==> src/rtl/kq_pkg.sv <==
package kq_pkg;
  // configuration byte, bits 2:0
  typedef struct packed {
    logic ovf_mode;   // bit 2: 0 drop newest, 1 overwrite oldest
    logic ovf_ie;     // bit 1
    logic evt_ie;     // bit 0
  } kq_cfg_t;

  localparam int unsigned CFG_W  = 3;
  localparam int unsigned STAT_W = 2;
endpackage

==> src/rtl/kq_rst_sync.sv <==
module kq_rst_sync (
  input  logic clk,
  input  logic rst_n_i,
  output logic rst_n_o
);
  logic [1:0] sync_q;

  always_ff @(posedge clk or negedge rst_n_i) begin
    if (!rst_n_i) sync_q <= 2'b00;
    else          sync_q <= {sync_q[0], 1'b1};
  end

  assign rst_n_o = sync_q[1];
endmodule

==> src/rtl/kq_store.sv <==
module kq_store #(
  parameter int unsigned DEPTH = 10,
  parameter int unsigned DW    = 8,
  localparam int unsigned PTR_W = $clog2(DEPTH),
  localparam int unsigned CNT_W = $clog2(DEPTH + 1)
) (
  input  logic             clk,
  input  logic             rst_n,
  input  logic             push_i,
  input  logic [DW-1:0]    push_data_i,
  input  logic             pop_i,
  input  logic             ovf_mode_i,
  output logic [CNT_W-1:0] count_o,
  output logic [DW-1:0]    head_o,
  output logic             logged_o,
  output logic             overflow_o
);
  logic [DW-1:0]    mem [DEPTH];
  logic [PTR_W-1:0] rptr_q, rptr_d, wptr_q, wptr_d;
  logic [CNT_W-1:0] cnt_q, cnt_d;
  logic             empty, full, do_pop, room, do_write, overwrite;

  function automatic logic [PTR_W-1:0] ptr_inc(input logic [PTR_W-1:0] p);
    return (p == PTR_W'(DEPTH - 1)) ? '0 : p + 1'b1;
  endfunction

  assign empty     = (cnt_q == '0);
  assign full      = (cnt_q == CNT_W'(DEPTH));
  assign do_pop    = pop_i & ~empty;
  // a pop in the same cycle frees a slot for the arriving event
  assign room      = ~full | do_pop;
  assign do_write  = push_i & (room | ovf_mode_i);
  assign overwrite = push_i & ~room & ovf_mode_i;

  always_comb begin
    rptr_d = rptr_q;
    wptr_d = wptr_q;
    cnt_d  = cnt_q;
    if (do_write)            wptr_d = ptr_inc(wptr_q);
    if (do_pop || overwrite) rptr_d = ptr_inc(rptr_q);
    case ({do_write & ~overwrite, do_pop})
      2'b10:   cnt_d = cnt_q + 1'b1;
      2'b01:   cnt_d = cnt_q - 1'b1;
      default: cnt_d = cnt_q;
    endcase
  end

  always_ff @(posedge clk or negedge rst_n) begin
    if (!rst_n) begin
      rptr_q <= '0;
      wptr_q <= '0;
      cnt_q  <= '0;
    end else begin
      rptr_q <= rptr_d;
      wptr_q <= wptr_d;
      cnt_q  <= cnt_d;
    end
  end

  always_ff @(posedge clk) begin
    if (do_write) mem[wptr_q] <= push_data_i;
  end

  assign head_o     = empty ? '0 : mem[rptr_q];
  assign count_o    = cnt_q;
  assign logged_o   = do_write;
  assign overflow_o = push_i & ~room;


  count_bound_chk: assert property (@(posedge clk) disable iff (!rst_n)
    cnt_q <= CNT_W'(DEPTH));


  drop_keeps_state_chk: assert property (@(posedge clk) disable iff (!rst_n)
    (push_i && full && !pop_i && !ovf_mode_i) |=>
      (cnt_q == CNT_W'(DEPTH) && $stable(wptr_q) && $stable(rptr_q)));


  overwrite_advance_chk: assert property (@(posedge clk) disable iff (!rst_n)
    (push_i && full && !pop_i && ovf_mode_i) |=>
      (cnt_q == CNT_W'(DEPTH) && rptr_q != $past(rptr_q) && rptr_q == wptr_q));


  push_pop_count_chk: assert property (@(posedge clk) disable iff (!rst_n)
    (push_i && pop_i && !empty) |=> $stable(cnt_q));
endmodule

==> src/rtl/kq_regs.sv <==
module kq_regs
  import kq_pkg::*;
(
  input  logic              clk,
  input  logic              rst_n,
  input  logic              cfg_we_i,
  input  logic [CFG_W-1:0]  cfg_wdata_i,
  input  logic              stat_we_i,
  input  logic [STAT_W-1:0] clr_mask_i,
  input  logic              logged_i,
  input  logic              overflow_i,
  output kq_cfg_t           cfg_o,
  output logic              evt_flag_o,
  output logic              ovf_flag_o,
  output logic              irq_n_o
);
  kq_cfg_t cfg_q, cfg_d;
  logic    evt_q, evt_d, ovf_q, ovf_d;
  logic    evt_clr, ovf_clr;

  assign evt_clr = stat_we_i & clr_mask_i[0];
  assign ovf_clr = stat_we_i & clr_mask_i[1];

  always_comb begin
    cfg_d = cfg_we_i ? kq_cfg_t'(cfg_wdata_i) : cfg_q;
    // a new set in the same cycle wins over a clear
    evt_d = (evt_q & ~evt_clr) | (logged_i & cfg_q.evt_ie);
    ovf_d = (ovf_q & ~ovf_clr) | overflow_i;
  end

  always_ff @(posedge clk or negedge rst_n) begin
    if (!rst_n) begin
      cfg_q <= '0;
      evt_q <= 1'b0;
      ovf_q <= 1'b0;
    end else begin
      cfg_q <= cfg_d;
      evt_q <= evt_d;
      ovf_q <= ovf_d;
    end
  end

  assign cfg_o      = cfg_q;
  assign evt_flag_o = evt_q;
  assign ovf_flag_o = ovf_q;
  assign irq_n_o    = ~((evt_q & cfg_q.evt_ie) | (ovf_q & cfg_q.ovf_ie));


  ovf_set_chk: assert property (@(posedge clk) disable iff (!rst_n)
    overflow_i |=> ovf_flag_o);


  ovf_sticky_chk: assert property (@(posedge clk) disable iff (!rst_n)
    (ovf_flag_o && !ovf_clr) |=> ovf_flag_o);


  evt_gate_chk: assert property (@(posedge clk) disable iff (!rst_n)
    (!evt_flag_o && !(logged_i && cfg_o.evt_ie)) |=> !evt_flag_o);


  irq_release_chk: assert property (@(posedge clk) disable iff (!rst_n)
    (evt_clr && ovf_clr && !logged_i && !overflow_i) |=> irq_n_o);
endmodule

==> src/rtl/key_event_queue.sv <==
module key_event_queue
  import kq_pkg::*;
#(
  parameter int unsigned DEPTH       = 10,
  parameter int unsigned DW          = 8,
  parameter int unsigned AW          = 5,
  parameter int unsigned CFG_ADDR    = 0,
  parameter int unsigned STAT_ADDR   = 1,
  parameter int unsigned CNT_ADDR    = 2,
  parameter int unsigned EVT_BASE    = 4,
  parameter int unsigned EVT_ALIASES = 10
) (
  input  logic          clk,
  input  logic          rst_n,
  input  logic          ev_valid,
  input  logic [DW-1:0] ev_data,
  input  logic          acc_en,
  input  logic          acc_wr,
  input  logic [AW-1:0] acc_addr,
  input  logic [DW-1:0] acc_wdata,
  output logic [DW-1:0] acc_rdata,
  output logic          irq_n
);
  localparam int unsigned CNT_W  = $clog2(DEPTH + 1);
  localparam logic [AW-1:0] EVT_LO = AW'(EVT_BASE);
  localparam logic [AW-1:0] EVT_HI = AW'(EVT_BASE + EVT_ALIASES - 1);

  logic             rst_sync_n;
  logic             rd, evt_hit, pop_req, cfg_we, stat_we;
  logic [CNT_W-1:0] count;
  logic [DW-1:0]    head;
  logic             logged, overflow, evt_flag, ovf_flag;
  kq_cfg_t          cfg;
  logic [DW-1:0]    rdata_q, rdata_d;
  logic             unused_wdata;

  kq_rst_sync u_rst (
    .clk     (clk),
    .rst_n_i (rst_n),
    .rst_n_o (rst_sync_n)
  );

  assign rd      = acc_en & ~acc_wr;
  assign evt_hit = (acc_addr >= EVT_LO) && (acc_addr <= EVT_HI);
  assign pop_req = rd & evt_hit;
  assign cfg_we  = acc_en & acc_wr & (acc_addr == AW'(CFG_ADDR));
  assign stat_we = acc_en & acc_wr & (acc_addr == AW'(STAT_ADDR));
  assign unused_wdata = ^acc_wdata[DW-1:CFG_W];

  kq_store #(.DEPTH(DEPTH), .DW(DW)) u_store (
    .clk         (clk),
    .rst_n       (rst_sync_n),
    .push_i      (ev_valid),
    .push_data_i (ev_data),
    .pop_i       (pop_req),
    .ovf_mode_i  (cfg.ovf_mode),
    .count_o     (count),
    .head_o      (head),
    .logged_o    (logged),
    .overflow_o  (overflow)
  );

  kq_regs u_regs (
    .clk         (clk),
    .rst_n       (rst_sync_n),
    .cfg_we_i    (cfg_we),
    .cfg_wdata_i (acc_wdata[CFG_W-1:0]),
    .stat_we_i   (stat_we),
    .clr_mask_i  (acc_wdata[STAT_W-1:0]),
    .logged_i    (logged),
    .overflow_i  (overflow),
    .cfg_o       (cfg),
    .evt_flag_o  (evt_flag),
    .ovf_flag_o  (ovf_flag),
    .irq_n_o     (irq_n)
  );

  always_comb begin
    rdata_d = rdata_q;
    if (rd) begin
      if (evt_hit)                          rdata_d = head;
      else if (acc_addr == AW'(CFG_ADDR))   rdata_d = {{(DW-CFG_W){1'b0}}, cfg};
      else if (acc_addr == AW'(STAT_ADDR))  rdata_d = {{(DW-STAT_W){1'b0}}, ovf_flag, evt_flag};
      else if (acc_addr == AW'(CNT_ADDR))   rdata_d = {{(DW-CNT_W){1'b0}}, count};
      else                                  rdata_d = '0;
    end
  end

  always_ff @(posedge clk or negedge rst_sync_n) begin
    if (!rst_sync_n) rdata_q <= '0;
    else             rdata_q <= rdata_d;
  end

  assign acc_rdata = rdata_q;


  empty_read_zero_chk: assert property (@(posedge clk) disable iff (!rst_sync_n)
    (pop_req && count == '0) |=> (acc_rdata == '0 && count == '0));
endmodule

==> config.mk <==
export PLATFORM = sky130hd
export DESIGN_NAME = key_event_queue
export DESIGN_NICKNAME = d
export VERILOG_FILES = /design/src/rtl/kq_pkg.sv /design/src/rtl/kq_rst_sync.sv /design/src/rtl/kq_store.sv /design/src/rtl/kq_regs.sv /design/src/rtl/key_event_queue.sv
export SDC_FILE = /design/constraint.sdc
export NUM_CORES = 1
export LEC_CHECK = 0
export BUFFER_PORTS_ARGS = -buffer_cell sky130_fd_sc_hd__buf_2
export CAP_MARGIN = 30
export CORE_ASPECT_RATIO = 2
export CORE_MARGIN = 10
export CORE_UTILIZATION = 54
export DETAILED_ROUTE_END_ITERATION = 8
export GPL_TIMING_DRIVEN = 1
export PLACE_DENSITY = 0.73
export SLEW_MARGIN = 20
export SYNTH_ARGS = -nofsm -noshare
export SYNTH_HDL_FRONTEND = slang
export SYNTH_HIERARCHICAL = 1
export SYNTH_SLANG_ARGS = --single-unit
==> constraint.sdc <==
create_clock -name clk -period 0.9 [get_ports clk]
set_clock_uncertainty 0.05 [all_clocks]
set_input_delay 0.09 -clock clk [delete_from_list [all_inputs] [get_ports clk]]
set_output_delay 0.09 -clock clk [all_outputs]
set_load 0.02 [all_outputs]
== Word-level counts from Yosys, hierarchy flattened ==
Memory sizes are Yosys's and may differ from the RTL's.
Index checks and enable logic that the tools add are counted.
Operators by class
  reductions and logical operators: 5
  add/subtract/negate cells: 4
  mux-type cells: 10
  bitwise operators: 30
  $lt $le $gt $ge: 2
  eq/ne operators: 7
Operator list (count)
  $mux 4: 5
  $and 1x1->1: 17
  $mux 8: 2
  $add 4x1->4 const B: 3
  $eq 4x4->1 const B: 3
  $not 1->1: 8
  $pmux 4 s2: 1
  $eq 5x1->1 const B: 1
  $eq 5x2->1 const B: 1
  $ge 5x3->1 const B: 1
  $le 5x4->1 const B: 1
  $logic_not 5->1: 1
  $or 1x1->1: 5
  $logic_not 4->1: 1
  $sub 4x1->4 const B: 1
  $eq 2x1->1 const B: 1
  $eq 2x2->1 const B: 1
  $mux 1: 2
  $reduce_bool 2->1: 1
  $logic_and 1x1->1: 1
  $logic_or 1x1->1: 1
Storage, ports and cells
  memory bits (writable): 80
  register bits after elaboration: 27
  memories: 1
  input bits: 26
  word-level logic and storage cells: 69
Memories
  u_store.mem: words 10, bits a word 8, rd ports 1, clocked after memory_dff 0, wr ports 1, line kq_store.sv:18  | logic [DW-1:0] mem [DEPTH];

== Longest topological paths before layout ==
  word-level depth: 12
  mapped depth: 11
  mapped depth without buffers: 10

== By module ==
Netlist, hierarchy kept.
By module, submodules not included
  kq_store: area an instance 3824.9 µm², cells an instance 211, seq. area each 2702.6 µm², instances 1
  key_event_queue: area an instance 473.0 µm², cells an instance 48, seq. area each 200.2 µm², instances 1
  kq_regs: area an instance 190.2 µm², cells an instance 13, seq. area each 125.1 µm², instances 1
  kq_rst_sync: area an instance 53.8 µm², cells an instance 3, seq. area each 50.0 µm², instances 1

== Worst setup path before layout ==
Ideal clock, no wire load.
  kind: register -> register
  from: register u_store.cnt_q[1], in the netlist u_store/count_o[1]
  to: register u_store.cnt_q[2], in the netlist u_store/count_o[2]
  data arrival time: 2.298 ns
  data required time: 0.720 ns
  stages on the path, launching flop included: 11
  path slack: -1.578 ns
  cells stage by stage: dfrtp_1 buf_6 nor4_4 and2b_2 ha_1 xor2_1 ha_1 a21oi_1 xor2_1 nor2_1 xor2_1
On the way
  word-level cells in the longest chain between the ends: 11
  elaborated cells on any way between the ends: 19
  classes of those cells: 2 x add/sub; 3 x eq/ne; 1 x mux; 11 x bitwise; 2 x reduce/logical
Ends and longest elaborated chain
  start, declared: line kq_store.sv:20  | logic [CNT_W-1:0] cnt_q, cnt_d;
  start signal, assigned: line kq_store.sv:56  | cnt_q <= cnt_d;
  $logic_not 4->1: line kq_store.sv:27  | assign empty = (cnt_q == '0);
  $not 1->1: line kq_store.sv:29  | assign do_pop = pop_i & ~empty;
  $and 1x1->1: line kq_store.sv:29
  $or 1x1->1: line kq_store.sv:31  | assign room = ~full | do_pop;
  $not 1->1: line kq_store.sv:33  | assign overwrite = push_i & ~room & ovf_mode_i;
  $and 1x1->1 (2 in series): line kq_store.sv:33
  $not 1->1: line kq_store.sv:41  | case ({do_write & ~overwrite, do_pop})
  $and 1x1->1: line kq_store.sv:41
  $eq 2x1->1 / $eq 2x2->1 (equally long branches): line kq_store.sv:41
  $pmux 4 s2 / $reduce_bool 2->1 (equally long branches)
Parallel ways exist; a longest one is shown, timed or not.
A chain may end at the register's enable or synchronous reset.

== Final worst setup path ==
  from: register u_store.cnt_q[1], in the netlist u_store/count_o[1]
  to: register u_store.cnt_q[3], in the netlist u_store/count_o[3]
Same word-level chain as after synthesis.

==> results.md <==
- In the final layout, the share of cells above drive strength 1 is 49.1%.
- The core region is 8230 um2.
- The path class of the lowest-slack min-delay path is in2async.
- The checks that failed: setup timing.
- The maximum number of pins on one net before global-route repair is 26.
- The first-iteration detailed-routing DRC count is 186.
- The required time of the critical path is 1.08 ns.
- The achievable frequency is 455 MHz.
- The normalized max-slew margin is 64.8%.
- Summing every instance area after synthesis gives 4540 um2.
- The global-route usage over all layers is 17.3%.
- The wire length of the first global-routing pass is 16700 um.
- The largest fanout on the critical path is 3.
- The post-placement setup slack is -1.49 ns.
- The overall routed net length is 11300 um.
- The number of buffers inserted during clock tree synthesis is 9.
- After synthesis, the most frequently instantiated cells are 80 x edfxtp_1, 27 x dfrtp_1, 16 x mux4_2.
- The area added between synthesis and finish is 38.4%.
- The number of flops mapped to enable cells by yosys is 80.
- Walking the worst path, the cells encountered are nor4_4, and2b_2, ha_2, nand3b_1, a2111oi_4, nor3_1, xnor2_1.
- The root buffer cell is clkbuf_16.
- Clock latency on the worst-skew pair, taken at its later pin, is 0.34 ns.
- The area of the die is 12700 um2.
- The count of filler cells inserted in the layout is 470.
- The number of global-route vias before repair is 3078.
- For this run, design rule violations remaining after detail routing come to 0.
- The die span in y is 150 um.
- In this run the mean area of a mapped cell was 16.5 um2.
- Across all layers, the routed design uses 2947 vias.
- The critical path startpoint category is a flop.
- The largest voltage drop on the vdd net is 1.74 mV.
- TritonCTS built the clock tree.
- The internal portion of the total power is 12600 uW.
- The power per cell area is 2920 nW/um2.
- The final estimated routing congestion in global placement is 0.898.
- The flow ran to the end, but the final reports show violations.
- The per-cell via count in the routed design is 5.98.
- The initial cell density of the core is 55.2%.
- The number of pins exceeding their max-slew limit in the final report was 0.
- The net switching fraction of the power is 31.6%.
- Summed over all cells, the static leakage comes to 0.00232 uW.
- The total iterations of the first detailed-routing run is 4.
- After floorplanning, the core was divided into 47 placement rows.
- The share of the yosys chip area belonging to registers is 67.8%.
- During I/O placement, the number of pins put on the boundary was 35.
- The smallest clock period supported by the final layout is computed as 2.20 ns.
- The number of antenna violations at the first check in global routing was 0.
- The maximum level of the CTS H-tree is 3.
- The combinational power share is 40.2%.
- The number of cells produced by synthesis is 275.
- The worst setup path is of the reg2reg kind.
- Among all flip-flop cells after synthesis, the most frequent one is edfxtp_1.
- Once routing completed, OpenROAD measured the worst setup slack at -1.30 ns.
- The final critical-path share of the clock period is 244%.
- Of the total power, registers draw 37.3%.
- For this run, the number of Yosys warnings is 6.
- The relative contribution of the clock network to total power is 22.5%.
- The analysis attributes to net switching a power of 5800 uW.
- Setup repair after global routing could not meet its margin everywhere.
- The synthesized flop and latch total is 107.
- The transition at the pin with the smallest max-transition slack is 0.528 ns.
- After detailed routing, the average wire length per cell comes to 23.0 um.
- The final antenna-violating net count is 0.
- The synthesized netlist contains 51 unique library cells.
- The net count of the mapped netlist is 304.
- After global routing the overflow that remains totals 0.
- In the post-synthesis netlist, the cell with the most instances is edfxtp_1.
- The tree built by TritonCTS fans out to 107 sinks.
- Max-cap violations in this run came to 0.
- Detailed placement ended at an HPWL of 7500 um.
- The endpoint kind of the worst setup timing path is a flop.
- The count of inserted antenna diode cells is 0.
- The cell with the biggest individual delay on the critical path is dfrtp_2.
- The clock slew at the register clock pins of the worst setup and hold paths is 0.07 ns.
- The share of synthesized area in the top cell type comes to 52.9%.
- Setup violations remaining at the end of the flow were counted as 114.
- The final net count is 419.
- The data arrival at the endpoint of the critical path is 2.38 ns.
- Sorting the synthesized cells by area gives the leading types as edfxtp_1 53%, dfrtp_1 15%, mux4_2 7.9%, mux2i_1 1.8%, mux2_2 1.5%.
- Counting flops with an async set or reset pin after synthesis yields a share of 25.2%.
- The count of endpoints failing hold in the final timing report is 0.
- The largest area contributor in the synthesized netlist is edfxtp_1.
- The maximum buffer depth of the clock tree is 2.
- The count of buffers from port buffering is 29.
- The final hold slack is 0.00992 ns.
- The die span in x is 84.9 um.
- For this run, the slowest stage of the critical path takes 0.43 ns.
[metrics by stage]
stage | TNS (ns) | cell area (um2) | instances | utilization [%] | power, uW
after floorplan | -90.83 | 4720 | 275 | - | 10500
final | -99.57 | 6290 | 493 | 76.4 | 18400
after detailed placement | -121.26 | 5600 | 460 | 68.0 | 13100
after CTS | -97.51 | 6170 | 488 | 74.9 | 17900
after global routing | -105.49 | 6290 | 493 | 76.4 | 19200
after global placement | -119.56 | 5600 | 460 | 68.0 | 12900
[metal layers]
| metal | global-route usage, % | wire (um) | up-vias |
|---|---|---|---|
| li1 | - | - | 1324 |
| met1 | 17.7 | 3950 | 1523 |
| met2 | 33.0 | 6640 | 82 |
| met3 | 3.92 | 478 | 18 |
| met4 | 6.13 | 263 | 0 |
| met5 | 0 | 0 | - |
[cells by family (layout without fill, tap and decap cells)]
| kind of cell | Yosys count | in the layout | synth area share, % |
|---|---|---|---|
| other cells | 1 | 1 | 0.0826 |
| simple gates | 66 | 66 | 9.17 |
| compound gates | 43 | 43 | 7.52 |
| buf+inv | 16 | 136 | 1.71 |
| fa+ha+maj | 3 | 3 | 0.827 |
| flops | 107 | 107 | 67.8 |
| mux | 30 | 30 | 11.2 |
| xor+xnor | 9 | 9 | 1.74 |
[critical path, delay by kind of cell, from the launching register on]
| kind | cells | cell delay [ns] |
|---|---|---|
| simple gates | 4 | 0.92 |
| fa+ha+maj | 1 | 0.21 |
| compound gates | 1 | 0.33 |
| flops | 1 | 0.43 |
| xor+xnor | 1 | 0.13 |
[layout by cell type (no fill, tap or decap), drive strengths merged, types with 8 or more instances in the layout]
cell type / n
o22ai: 9
nor2: 11
mux2i: 8
clkbuf: 10
nand2b: 9
buf: 111
a211oi: 8
dfrtp: 27
edfxtp: 80
mux4: 16
nand2: 8
[worst paths after layout]
kind	startpoint	to	slack, ns	depth (start not counted)
min reg2reg	u_rst/sync_q[1]	u_regs/evt_flag_o	0.19	1
min	rst_n	u_rst/sync_q[0]	0.01	2
max	u_store/count_o[1]	u_store/count_o[3]	-1.30	7
min in group clk	ev_data[2]	u_store/mem[7][2]	0.01	1
max in group asynchronous	u_rst/sync_q[1]	u_store/count_o[0]	0.44	1
max reg2reg	u_store/count_o[1]	u_store/count_o[3]	-1.30	7
[state kept, by name, summed over array words and instances (netlist names)]
| register | count |
|---|---|
| u_store/rptr_q | 4 |
| u_regs/cfg_o | 3 |
| u_store/count_o | 4 |
| u_store/wptr_q | 4 |
| u_store/mem | 80 |
| u_rst/sync_q | 2 |
| u_regs/evt_flag_o | 1 |
| acc_rdata | 8 |
| u_regs/ovf_flag_o | 1 |
[power groups by stage]
stage	clock network [uW]	logic (uW)	registers, uW
final	4130	7400	6850
after global routing	4390	7850	6930
after CTS	4190	6890	6800
after detailed placement	0	6160	6890
after global placement	0	6030	6850
after floorplan	0	3540	6910
[layout make-up]
class	count	area, um2	share of cell area [%]
sequential	107	3080	49.0
clock inverter	7	92.6	1.47
tap	98	123	1.95
timing repair buffer	117	1100	17.5
inverter	3	11.3	0.179
clock buffer	9	225	3.58
multi-input combinational	152	1650	26.3
[timing repair]
item / in CTS / in global routing
cloned: 0 / 1
hold buffers: 5 / 0
resized for setup: 29 / 14
hold endpoints to repair: 9 / 0
setup buffers: 7 / 5
pin swaps: 6 / 8
endpoints found under the setup margin: 114 / 114
(Power assumes the default switching activity.)
